## src/rtl/irq2t_pkg.sv

```systemverilog
package irq2t_pkg;
  // register addresses
  localparam int ADDR_CTRL     = 0;
  localparam int ADDR_CORE_EN  = 1;
  localparam int ADDR_CORE_FLG = 2;
  localparam int ADDR_PER_EN   = 3;
  localparam int ADDR_PER_FLG  = 4;
  // control register bit positions
  localparam int BIT_GLOBAL    = 0;
  localparam int BIT_GROUP     = 1;

  typedef struct packed {
    logic wrCtrl;
    logic wrCoreEn;
    logic wrCoreFlag;
    logic wrPerEn;
    logic wrPerFlag;
  } regStrobe_t;
endpackage

```

## src/rtl/irq2t_ctrl.sv

```systemverilog
module irq2t_ctrl
  import irq2t_pkg::*;
#(
  parameter int ADDR_W = 3
) (
  input  logic              clk,
  input  logic              rstN,
  input  logic [ADDR_W-1:0] busAddr,
  input  logic              busWrEn,
  input  logic [1:0]        ctrlWData,
  input  logic              irqAccept,
  input  logic              irqReturn,
  input  logic              coreHit,
  input  logic              perHit,
  output regStrobe_t        strb,
  output logic              globalEn,
  output logic              groupEn,
  output logic              irqReq
);

  // address decode into write strobes for the datapath
  always_comb begin
    strb            = '0;
    strb.wrCtrl     = busWrEn && (busAddr == ADDR_W'(ADDR_CTRL));
    strb.wrCoreEn   = busWrEn && (busAddr == ADDR_W'(ADDR_CORE_EN));
    strb.wrCoreFlag = busWrEn && (busAddr == ADDR_W'(ADDR_CORE_FLG));
    strb.wrPerEn    = busWrEn && (busAddr == ADDR_W'(ADDR_PER_EN));
    strb.wrPerFlag  = busWrEn && (busAddr == ADDR_W'(ADDR_PER_FLG));
  end

  // global enable: accept > return > bus write
  always_ff @(posedge clk) begin
    if (!rstN) begin
      globalEn <= 1'b0;
      groupEn  <= 1'b0;
    end else begin
      if (irqAccept)        globalEn <= 1'b0;
      else if (irqReturn)   globalEn <= 1'b1;
      else if (strb.wrCtrl) globalEn <= ctrlWData[BIT_GLOBAL];
      if (strb.wrCtrl)      groupEn  <= ctrlWData[BIT_GROUP];
    end
  end

  assign irqReq = globalEn && (coreHit || (groupEn && perHit));

  // acceptance closes the gate for the following cycle
  p_accept_clears_r6: assert property (@(posedge clk) disable iff (!rstN)
    irqAccept |=> (!globalEn && !irqReq));

  // a return strobe reopens the gate unless accept collides
  p_return_sets_r7: assert property (@(posedge clk) disable iff (!rstN)
    (irqReturn && !irqAccept) |=> globalEn);

  // a bus write cannot override a return strobe
  p_return_over_write_r9: assert property (@(posedge clk) disable iff (!rstN)
    (irqReturn && !irqAccept && strb.wrCtrl && !ctrlWData[BIT_GLOBAL]) |=> globalEn);

endmodule

```

## src/rtl/irq2t_dpath.sv

```systemverilog
module irq2t_dpath
  import irq2t_pkg::*;
#(
  parameter int NUM_CORE = 3,
  parameter int NUM_PER  = 7,
  parameter int ADDR_W   = 3,
  parameter int DATA_W   = 8
) (
  input  logic                clk,
  input  logic                rstN,
  input  regStrobe_t          strb,
  input  logic [NUM_CORE-1:0] coreEvent,
  input  logic [NUM_PER-1:0]  perEvent,
  input  logic [ADDR_W-1:0]   busAddr,
  input  logic [DATA_W-1:0]   busWData,
  input  logic                globalEn,
  input  logic                groupEn,
  output logic [DATA_W-1:0]   busRData,
  output logic                coreHit,
  output logic                perHit
);

  logic [NUM_CORE-1:0] coreFlag, coreEn;
  logic [NUM_PER-1:0]  perFlag,  perEn;
  logic                unusedWData;

  assign unusedWData = ^busWData;

  // flag bits: event set wins over a clearing write
  for (genvar i = 0; i < NUM_CORE; i++) begin : g_core
    always_ff @(posedge clk) begin
      if (!rstN) coreFlag[i] <= 1'b0;
      else       coreFlag[i] <= coreEvent[i] ||
                   (coreFlag[i] && !(strb.wrCoreFlag && !busWData[i]));
    end
    // an event pulse always leaves its flag set
    p_core_set_r2: assert property (@(posedge clk) disable iff (!rstN)
      coreEvent[i] |=> coreFlag[i]);
    // a flag only drops after a write to its register
    p_core_hold_r3: assert property (@(posedge clk) disable iff (!rstN)
      (coreFlag[i] && !strb.wrCoreFlag) |=> coreFlag[i]);
  end

  for (genvar j = 0; j < NUM_PER; j++) begin : g_per
    always_ff @(posedge clk) begin
      if (!rstN) perFlag[j] <= 1'b0;
      else       perFlag[j] <= perEvent[j] ||
                   (perFlag[j] && !(strb.wrPerFlag && !busWData[j]));
    end
    p_per_set_r2: assert property (@(posedge clk) disable iff (!rstN)
      perEvent[j] |=> perFlag[j]);
    p_per_hold_r3: assert property (@(posedge clk) disable iff (!rstN)
      (perFlag[j] && !strb.wrPerFlag) |=> perFlag[j]);
  end

  always_ff @(posedge clk) begin
    if (!rstN) begin
      coreEn <= '0;
      perEn  <= '0;
    end else begin
      if (strb.wrCoreEn) coreEn <= busWData[NUM_CORE-1:0];
      if (strb.wrPerEn)  perEn  <= busWData[NUM_PER-1:0];
    end
  end

  assign coreHit = |(coreFlag & coreEn);
  assign perHit  = |(perFlag & perEn);

  always_comb begin
    busRData = '0;
    case (busAddr)
      ADDR_W'(ADDR_CTRL): begin
        busRData[BIT_GLOBAL] = globalEn;
        busRData[BIT_GROUP]  = groupEn;
      end
      ADDR_W'(ADDR_CORE_EN):  busRData[NUM_CORE-1:0] = coreEn;
      ADDR_W'(ADDR_CORE_FLG): busRData[NUM_CORE-1:0] = coreFlag;
      ADDR_W'(ADDR_PER_EN):   busRData[NUM_PER-1:0]  = perEn;
      ADDR_W'(ADDR_PER_FLG):  busRData[NUM_PER-1:0]  = perFlag;
      default:                busRData = '0;
    endcase
  end

  initial begin
    assert (NUM_CORE <= DATA_W && NUM_PER <= DATA_W && DATA_W >= 2)
      else $error("source count exceeds data width");
  end

endmodule

```

## src/rtl/irq2t_top.sv

```systemverilog
module irq2t_top
  import irq2t_pkg::*;
#(
  parameter int NUM_CORE = 3,
  parameter int NUM_PER  = 7,
  parameter int ADDR_W   = 3,
  parameter int DATA_W   = 8
) (
  input  logic                clk,
  input  logic                rstN,
  input  logic [NUM_CORE-1:0] coreEvent,
  input  logic [NUM_PER-1:0]  perEvent,
  input  logic [ADDR_W-1:0]   busAddr,
  input  logic                busWrEn,
  input  logic [DATA_W-1:0]   busWData,
  output logic [DATA_W-1:0]   busRData,
  input  logic                irqAccept,
  input  logic                irqReturn,
  output logic                irqReq
);

  regStrobe_t strb;
  logic       globalEn, groupEn, coreHit, perHit;

  irq2t_ctrl #(.ADDR_W(ADDR_W)) i_ctrl (
    .clk(clk), .rstN(rstN), .busAddr(busAddr), .busWrEn(busWrEn),
    .ctrlWData(busWData[1:0]), .irqAccept(irqAccept), .irqReturn(irqReturn),
    .coreHit(coreHit), .perHit(perHit), .strb(strb),
    .globalEn(globalEn), .groupEn(groupEn), .irqReq(irqReq)
  );

  irq2t_dpath #(.NUM_CORE(NUM_CORE), .NUM_PER(NUM_PER),
                .ADDR_W(ADDR_W), .DATA_W(DATA_W)) i_dpath (
    .clk(clk), .rstN(rstN), .strb(strb), .coreEvent(coreEvent),
    .perEvent(perEvent), .busAddr(busAddr), .busWData(busWData),
    .globalEn(globalEn), .groupEn(groupEn), .busRData(busRData),
    .coreHit(coreHit), .perHit(perHit)
  );

endmodule

```

## config.mk

```make
export PLATFORM = sky130hd
export DESIGN_NAME = irq2t_top
export DESIGN_NICKNAME = d
export VERILOG_FILES = /design/src/rtl/irq2t_pkg.sv /design/src/rtl/irq2t_ctrl.sv /design/src/rtl/irq2t_dpath.sv /design/src/rtl/irq2t_top.sv
export SDC_FILE = /design/constraint.sdc
export NUM_CORES = 1
export LEC_CHECK = 0
export ABC_CLOCK_PERIOD_IN_PS = 2000
export BUFFER_PORTS_ARGS = -buffer_cell sky130_fd_sc_hd__buf_2
export CAP_MARGIN = 20
export CORE_UTILIZATION = 30
export CTS_BUF_LIST = sky130_fd_sc_hd__clkbuf_8 sky130_fd_sc_hd__clkbuf_16
export CTS_CLUSTER_SIZE = 10
export DETAILED_ROUTE_END_ITERATION = 10
export PLACE_DENSITY = 0.53
export SYNTH_ARGS = -nofsm -noshare
export SYNTH_HDL_FRONTEND = slang
export SYNTH_SLANG_ARGS = --single-unit
```

## constraint.sdc

```tcl
create_clock -name clk -period 2 [get_ports clk]
set_input_delay 0.6 -clock clk [delete_from_list [all_inputs] [get_ports clk]]
set_output_delay 0.6 -clock clk [all_outputs]
set_load 0.01 [all_outputs]
```

==> results of run 1 <==
==> cells by family (layout without fill, tap and decap cells) <==
family,Yosys count,count (layout),synth area share
DFF,22,22,0.3885
other,1,1,0.003308
buffers and inverters,10,52,0.05519
and+or+nand+nor,33,33,0.1865
muxes,15,15,0.1347
AOI/OAI and AO/OA,39,39,0.2318
==> path summary, 6_finish.rpt <==
path | startpoint | to | slack (ns) | cells past startpoint
min | coreEvent[0] | i_dpath.coreFlag[0] | 0.54 | 2
min reg2reg | i_dpath.perEn[0] | i_dpath.perEn[0] | 0.55 | 2
max | busAddr[0] | busRData[0] | 0.01 | 5
max reg2reg | i_dpath.perFlag[1] | i_dpath.perFlag[1] | 1.23 | 3
==> Yosys cell counts, drive strengths merged <==
cell type	number	area [µm²]
a21oi	8	40.04
and3	1	6.260
conb	1	3.750
inv	2	7.510
and2	2	12.51
o22ai	2	12.51
nand3	1	5.000
mux2i	13	130.1
a22oi	5	37.54
nand4bb	1	11.26
clkbuf	2	7.510
a22o	4	35.03
a31o	1	8.760
nor4b	1	23.77
mux2	2	22.52
buf	6	47.54
a222oi	2	20.02
a21boi	1	7.510
o21a	7	52.55
nor2b	14	87.58
and4bb	1	12.51
o21ai	8	40.04
nor2	8	30.03
dfxtp	22	440.4
a2bb2oi	1	8.760
nand2	2	7.510
nand4b	1	8.760
nand2b	1	6.260
==> power by group through the flow <==
stage / clock network [W] / registers [W] / logic, W
global route: 0.000448 / 0.000478 / 0.000175
CTS: 0.000426 / 0.000475 / 0.000145
global placement: 0 / 0.000485 / 0.000130
floorplan: 0 / 0.000479 / 0.0000782
detailed placement: 0 / 0.000485 / 0.000134
finish: 0.000417 / 0.000475 / 0.000158
==> metal layers <==
metal | routed length [µm] | share of wire | track usage | up-vias
met5 | 0 | 0 | 0 | -
met4 | 50 | 0.018 | 0.06818 | 0
met3 | 86 | 0.031 | 0.02355 | 5
met2 | 1364 | 0.48 | 0.2473 | 19
met1 | 1317 | 0.47 | 0.2074 | 470
li1 | - | - | - | 515
==> flip-flops by register name, indices dropped and copies added (netlist names) <==
register,flops
i_ctrl.groupEn,1
i_dpath.coreFlag,3
i_dpath.coreEn,3
i_dpath.perFlag,7
i_ctrl.globalEn,1
i_dpath.perEn,7
==> worst max-delay path: stages <==
cell and delay (ns):
buf_12 0.11, mux2_4 0.29, a22oi_2 0.14, o22ai_1 0.10, buf_2 0.14
==> repair_timing <==
action	CTS	global route
pin swaps	6	6
setup endpoints to repair	8	8
buffers inserted	1	3
resized for setup	14	12
==> per-stage QoR <==
stage,TNS (ns),util
floorplan,0,-
CTS,-0.01300,0.4304
finish,0,0.4491
detailed placement,-0.5116,0.3954
global route,-0.02468,0.4491
global placement,-0.3156,0.3954
==> area by class of cell <==
cell class | count | area (µm²) | share of cell area
Tap cell | 46 | 57.56 | 0.03695
Inverter | 2 | 7.507 | 0.004819
Sequential cell | 22 | 442.9 | 0.2843
Clock inverter | 1 | 30.03 | 0.01928
Timing Repair Buffer | 46 | 300.3 | 0.1928
Multi-Input combinational cell | 88 | 678.2 | 0.4353
Clock buffer | 3 | 41.29 | 0.02651
==> qor.yml, run 1 <==
critPathArrivalTime_ns: 1.39
number_of_global_route_vias_before_repair: 1012
cts_made_buffers: 3
floorplan.die_area_um2: 4028
numClockSinks: 22
run_status: "finished, final reports clean"
placed_area_um2: 1371
fillers: 355
totalPowerFinal_w: 0.001049
postCtsHoldBufs: 0
internal-power_w: 0.0008134
clk_path_buf_depth: 2
final_layout_size_suffix_gt1_frac: 0.4074
worst_hold_slack_ns: 0.5398
syn2layout_area_growth_pct: 37.42
pin_count_of_the_biggest_net_entering_global_routing: 23
drtAntennaViolNets: 0
layout.cells.most_common_list: "buf_2, dfxtp_1, mux2i_1, nor2b_1, buf_4"
critical_path_class: "input pin to primary output"
timing.critical_path.from_type: "input pin"
power_frac_comb: 0.150
die_h_um: 63.47
finalSetupViolCount: 0
ir_worst_vdd_mv: 0.2677
drc_errors: 0
core_um2: 3468
crit_required_ns: 1.40
net-switching-power_w: 0.0002360
final.setup_skew_ns: 0
clk_slew_on_worst_s_h_paths_ns: 0.08
timing_hold_violations_final: 0
synth-seq-cells: 22
grt.overflow.total: 0
worst_skew_pair.late_latency_ns: 0.26
power_switching_share: 0.2249
initial_utilization: 0.3268
netlist_area_um2: 1134
yosys.cell_types.count: 30
floorplan.rows: 21
first_pass_grt_wire_length_um: 4823
ys_seq_area_frac: 0.3885
num_antenna_cells: 0
rsz0062_at_grt: "true"
avgSynthCellArea_um2: 9.447
ys_warn_count: 0
grt_usage: 0.1558
clock-root-buffer: "clkbuf_8"
avgRoutedWirePerCell_um: 13.55
final.setup.worst_slack_ns: 0.01023
number_of_standard_cells_in_the_layout_taps_in_and_fillers_out: 208
nets: 189
first_pass_iters: 4
num_io_pins: 35
fmax_ghz: 0.5026
dp_cells: 200
critical_path_peak_fanout: 5
tritoncts: "yes"
synth.net_count: 146
final-max-slew-violation-count: 0
final_common_cell: "buf_2"
placement.io_buffers: 32
power.clock.fraction: 0.397
power.static_leakage_nw: 0.6828
chipWidth_um: 63.47
place.gp.congestion: 0.8056
fin_crit_ns: 1.990
share_seq_of_total_power: 0.453
post-route-period-util: 0.9949
syn_inst: 120
place_hpwl_um: 2120
pwr_density_cell_nw_per_um2: 673.7
cts_max_level: 1
grt_antenna_before_repair: 0
place_ws_ns: -0.1029
hold_class: "input pin to register"
drtIter0Drc: 31
via_count: 1009
max_cap_violations: 0
post-route-cell-area_um2: 1558
via_per_inst: 4.851
postRouteWirelength_um: 2818
worstSetupEndpointType: "primary output"
Power figures use the tool's default switching activity.
==> inputs of run 2 (changes only) <==
--- a/config.mk
+++ b/config.mk
@@ -5,14 +5,14 @@
 export SDC_FILE = /design/constraint.sdc
 export NUM_CORES = 1
 export LEC_CHECK = 0
-export ABC_CLOCK_PERIOD_IN_PS = 2000
+export ABC_CLOCK_PERIOD_IN_PS = 1700
 export BUFFER_PORTS_ARGS = -buffer_cell sky130_fd_sc_hd__buf_2
 export CAP_MARGIN = 20
 export CORE_UTILIZATION = 30
 export CTS_BUF_LIST = sky130_fd_sc_hd__clkbuf_8 sky130_fd_sc_hd__clkbuf_16
 export CTS_CLUSTER_SIZE = 10
 export DETAILED_ROUTE_END_ITERATION = 10
-export PLACE_DENSITY = 0.53
+export PLACE_DENSITY = 0.54
 export SYNTH_ARGS = -nofsm -noshare
 export SYNTH_HDL_FRONTEND = slang
 export SYNTH_SLANG_ARGS = --single-unit
==> constraint.sdc (replaced) <==
create_clock -name clk -period 1.7 [get_ports clk]
set_input_delay 0.17 -clock clk [delete_from_list [all_inputs] [get_ports clk]]
set_output_delay 0.17 -clock clk [all_outputs]
set_load 0.01 [all_outputs]
==> run 2 against run 1 <==
Wire length down 2.8%. Global-route usage is 1.3 points lower. Hold slack worse by 0.42 ns. Via count decreased by 4.9%. Critical path type is now register to primary output. Critical path depth decreased by 1. Die area did not move. Total power decreased by 3.1%. Count of clock-buffer cells in the layout is the same.
==> qor.yml, run 2 (synthesis gave the netlist of run 1 again) <==
post-route-cell-area_um2: 1345  # -14%
cts_made_buffers: 3  # unchanged
clk_path_buf_depth: 2  # unchanged
via_per_inst: 4.948  # +2.0%
grt_usage: 0.1424  # -0.01339
r2r_cells: 2  # -1
net-switching-power_w: 0.0002506  # +6.2%
chipWidth_um: 63.47  # unchanged
final.setup_skew_ns: 0  # unchanged
critical_path_class: "register to primary output"
power_frac_comb: 0.139  # -0.011
place.gp.congestion: 0.7426  # -7.8%
numClockSinks: 22  # unchanged
worst_path_max_delay_cell: "dfxtp_1"
fmax_ghz: 0.6391
run_status: "finished, final reports clean"
drc_errors: 0  # unchanged
ff_to_ff_start: "i_dpath.coreFlag[0]"
pin_count_of_the_biggest_net_entering_global_routing: 23  # unchanged
fin_crit_ns: 1.565
r2r_slack_ns: 0.99  # -0.24 ns
floorplan.die_area_um2: 4028  # unchanged
clk_slew_on_worst_s_h_paths_ns: 0.07  # about the same
ir_worst_vdd_mv: 0.3117  # +16%
critical-path-top-delay-family: "compound AO/OA/AOI/OAI gates"
drtAntennaViolNets: 0  # unchanged
floorplan.rows: 21  # unchanged
final-max-slew-violation-count: 0  # unchanged
finalSetupViolCount: 0  # unchanged
placed_area_um2: 1304  # -4.9%
final_common_cell: "buf_2"
postCtsSetupBuffers: 0  # -1
first_pass_grt_wire_length_um: 4533  # -6.0%
layout.cells.most_common_list: "buf_2, dfxtp_1, nor2b_1, mux2i_1"
first_pass_iters: 4  # unchanged
worstSetupEndpointType: "primary output"
critPathLaunch: "i_dpath.perFlag[1]"
power.static_leakage_nw: 0.5795  # -15%
number_of_global_route_vias_before_repair: 940  # -7.1%
peak_per_stage_delay_on_the_critical_path_ns: 0.35  # +0.06 ns
hold_class: "input pin to register"
final.setup.worst_slack_ns: 0.1354  # +0.1252 ns
power.clock.fraction: 0.310  # -0.087
nets: 176  # -6.9%
tns_ns: 0  # unchanged
cts_max_level: 1  # unchanged
sum_of_buffers_and_inverters_on_the_critical_path: 1  # -1
largest_registers_ranked_by_flip_flop_count: "i_dpath.perEn: 7 flops, i_dpath.perFlag: 7 flops"
final_layout_size_suffix_gt1_frac: 0.2703  # -0.1371
worst_skew_pair.late_latency_ns: 0.26  # about the same
num_antenna_cells: 0  # unchanged
rsz0062_at_grt: "false"
timing.critical_path.from_type: "register"
tritoncts: "yes"
post_cts_resized: 0  # -14
worst_hold_slack_ns: 0.1217  # -0.4181 ns
via_count: 960  # -4.9%
internal-power_w: 0.0007663  # -5.8%
timing.critical_path.cells: "a222oi_1 > a31o_2 > a21boi_0 > buf_2"
pwr_density_cell_nw_per_um2: 756.0  # +12%
die_h_um: 63.47  # unchanged
power_switching_share: 0.2464  # +0.02155
place_hpwl_um: 2044  # -3.6%
r2r_end: "i_dpath.coreFlag[0]"
critical_path_peak_fanout: 3  # -2
crit_required_ns: 1.53  # +0.13 ns
avgRoutedWirePerCell_um: 14.12  # +4.2%
place_ws_ns: 0.3509  # +0.4538 ns
postRouteWirelength_um: 2740  # -2.8%
drtIter0Drc: 60  # +94%
grt_antenna_before_repair: 0  # unchanged
critPathArrivalTime_ns: 1.39  # about the same
initial_utilization: 0.3268  # unchanged
clock-root-buffer: "clkbuf_8"
num_io_pins: 35  # unchanged
placement.io_buffers: 32  # unchanged
timing_hold_violations_final: 0  # unchanged
critical_path_depth: 4  # -1
grt.overflow.total: 0  # unchanged
max_cap_violations: 0  # unchanged
share_seq_of_total_power: 0.551  # +0.098
critPathCapture: "irqReq"
postCtsHoldBufs: 0  # unchanged
core_um2: 3468  # unchanged
syn2layout_area_growth_pct: 18.65
final_util: 0.3878  # -0.06133
post-route-period-util: 0.9203
## run 2: changes by cell type in the layout (fill, tap and decap cells not counted), moves of 2 or more
cell,delta
and2_4,-2
a22oi_2,-2
nor2b_2,-2
buf_4,-11
a22oi_1,+2
dfxtp_2,-2
nor2b_1,+2
buf_6,-2
and2_1,+2
buf_2,+3
dfxtp_1,+2
## run 2: worst register-to-register path, delay by kind of cell, from the launching register on
family | cells | cell delay, ns
AOI/OAI and AO/OA | 2 | 0.28
DFF | 1 | 0.33
## run 2: final cells by class
class / count / area [µm²]
inverter: 2 / 7.507
fill: 377 / 2123
tap: 46 / 57.56
clock buffer: 3 / 41.29
sequential: 22 / 440.4
multi-input combinational: 88 / 630.6
timing repair buffer: 33 / 167.7
## run 2: power groups by stage
stage	combinational [W]	sequential, W	clock (W)
finish	0.000141	0.000560	0.000315
floorplan	0.0000920	0.000564	0
detailed placement	0.000142	0.000572	0
CTS	0.000142	0.000560	0.000325
global route	0.000157	0.000564	0.000346
global placement	0.000136	0.000572	0
## run 2: metal layers
| layer | vias up | global-route usage | wire length (µm) |
|---|---|---|---|
| met5 | - | 0 | 0 |
| met4 | 0 | 0.03693 | 0 |
| met3 | 0 | 0.03080 | 98 |
| met2 | 20 | 0.2207 | 1280 |
| met1 | 446 | 0.1978 | 1361 |
| li1 | 494 | - | - |
## run 2: worst min-delay path by stage
stage | start | end | slack [ns] | depth (start not counted)
final | coreEvent[1] | i_dpath.coreFlag[1] | 0.12 | 2
after global routing | irqReturn | i_ctrl.globalEn | 0.12 | 3
after detailed placement | coreEvent[2] | i_dpath.coreFlag[2] | 0.39 | 2
after global placement | coreEvent[0] | i_dpath.coreFlag[0] | 0.38 | 2
after CTS | coreEvent[2] | i_dpath.coreFlag[2] | 0.12 | 2
after floorplan | coreEvent[0] | i_dpath.coreFlag[0] | 0.29 | 1
## run 2: per-stage QoR
stage / total power (W) / cells
2_1_floorplan: 0.0006561 / 120
3_3_place_gp: 0.0007081 / 191
3_5_place_dp: 0.0007140 / 191
4_1_cts: 0.001027 / 194
5_1_grt: 0.001067 / 194
6_report: 0.001017 / 194
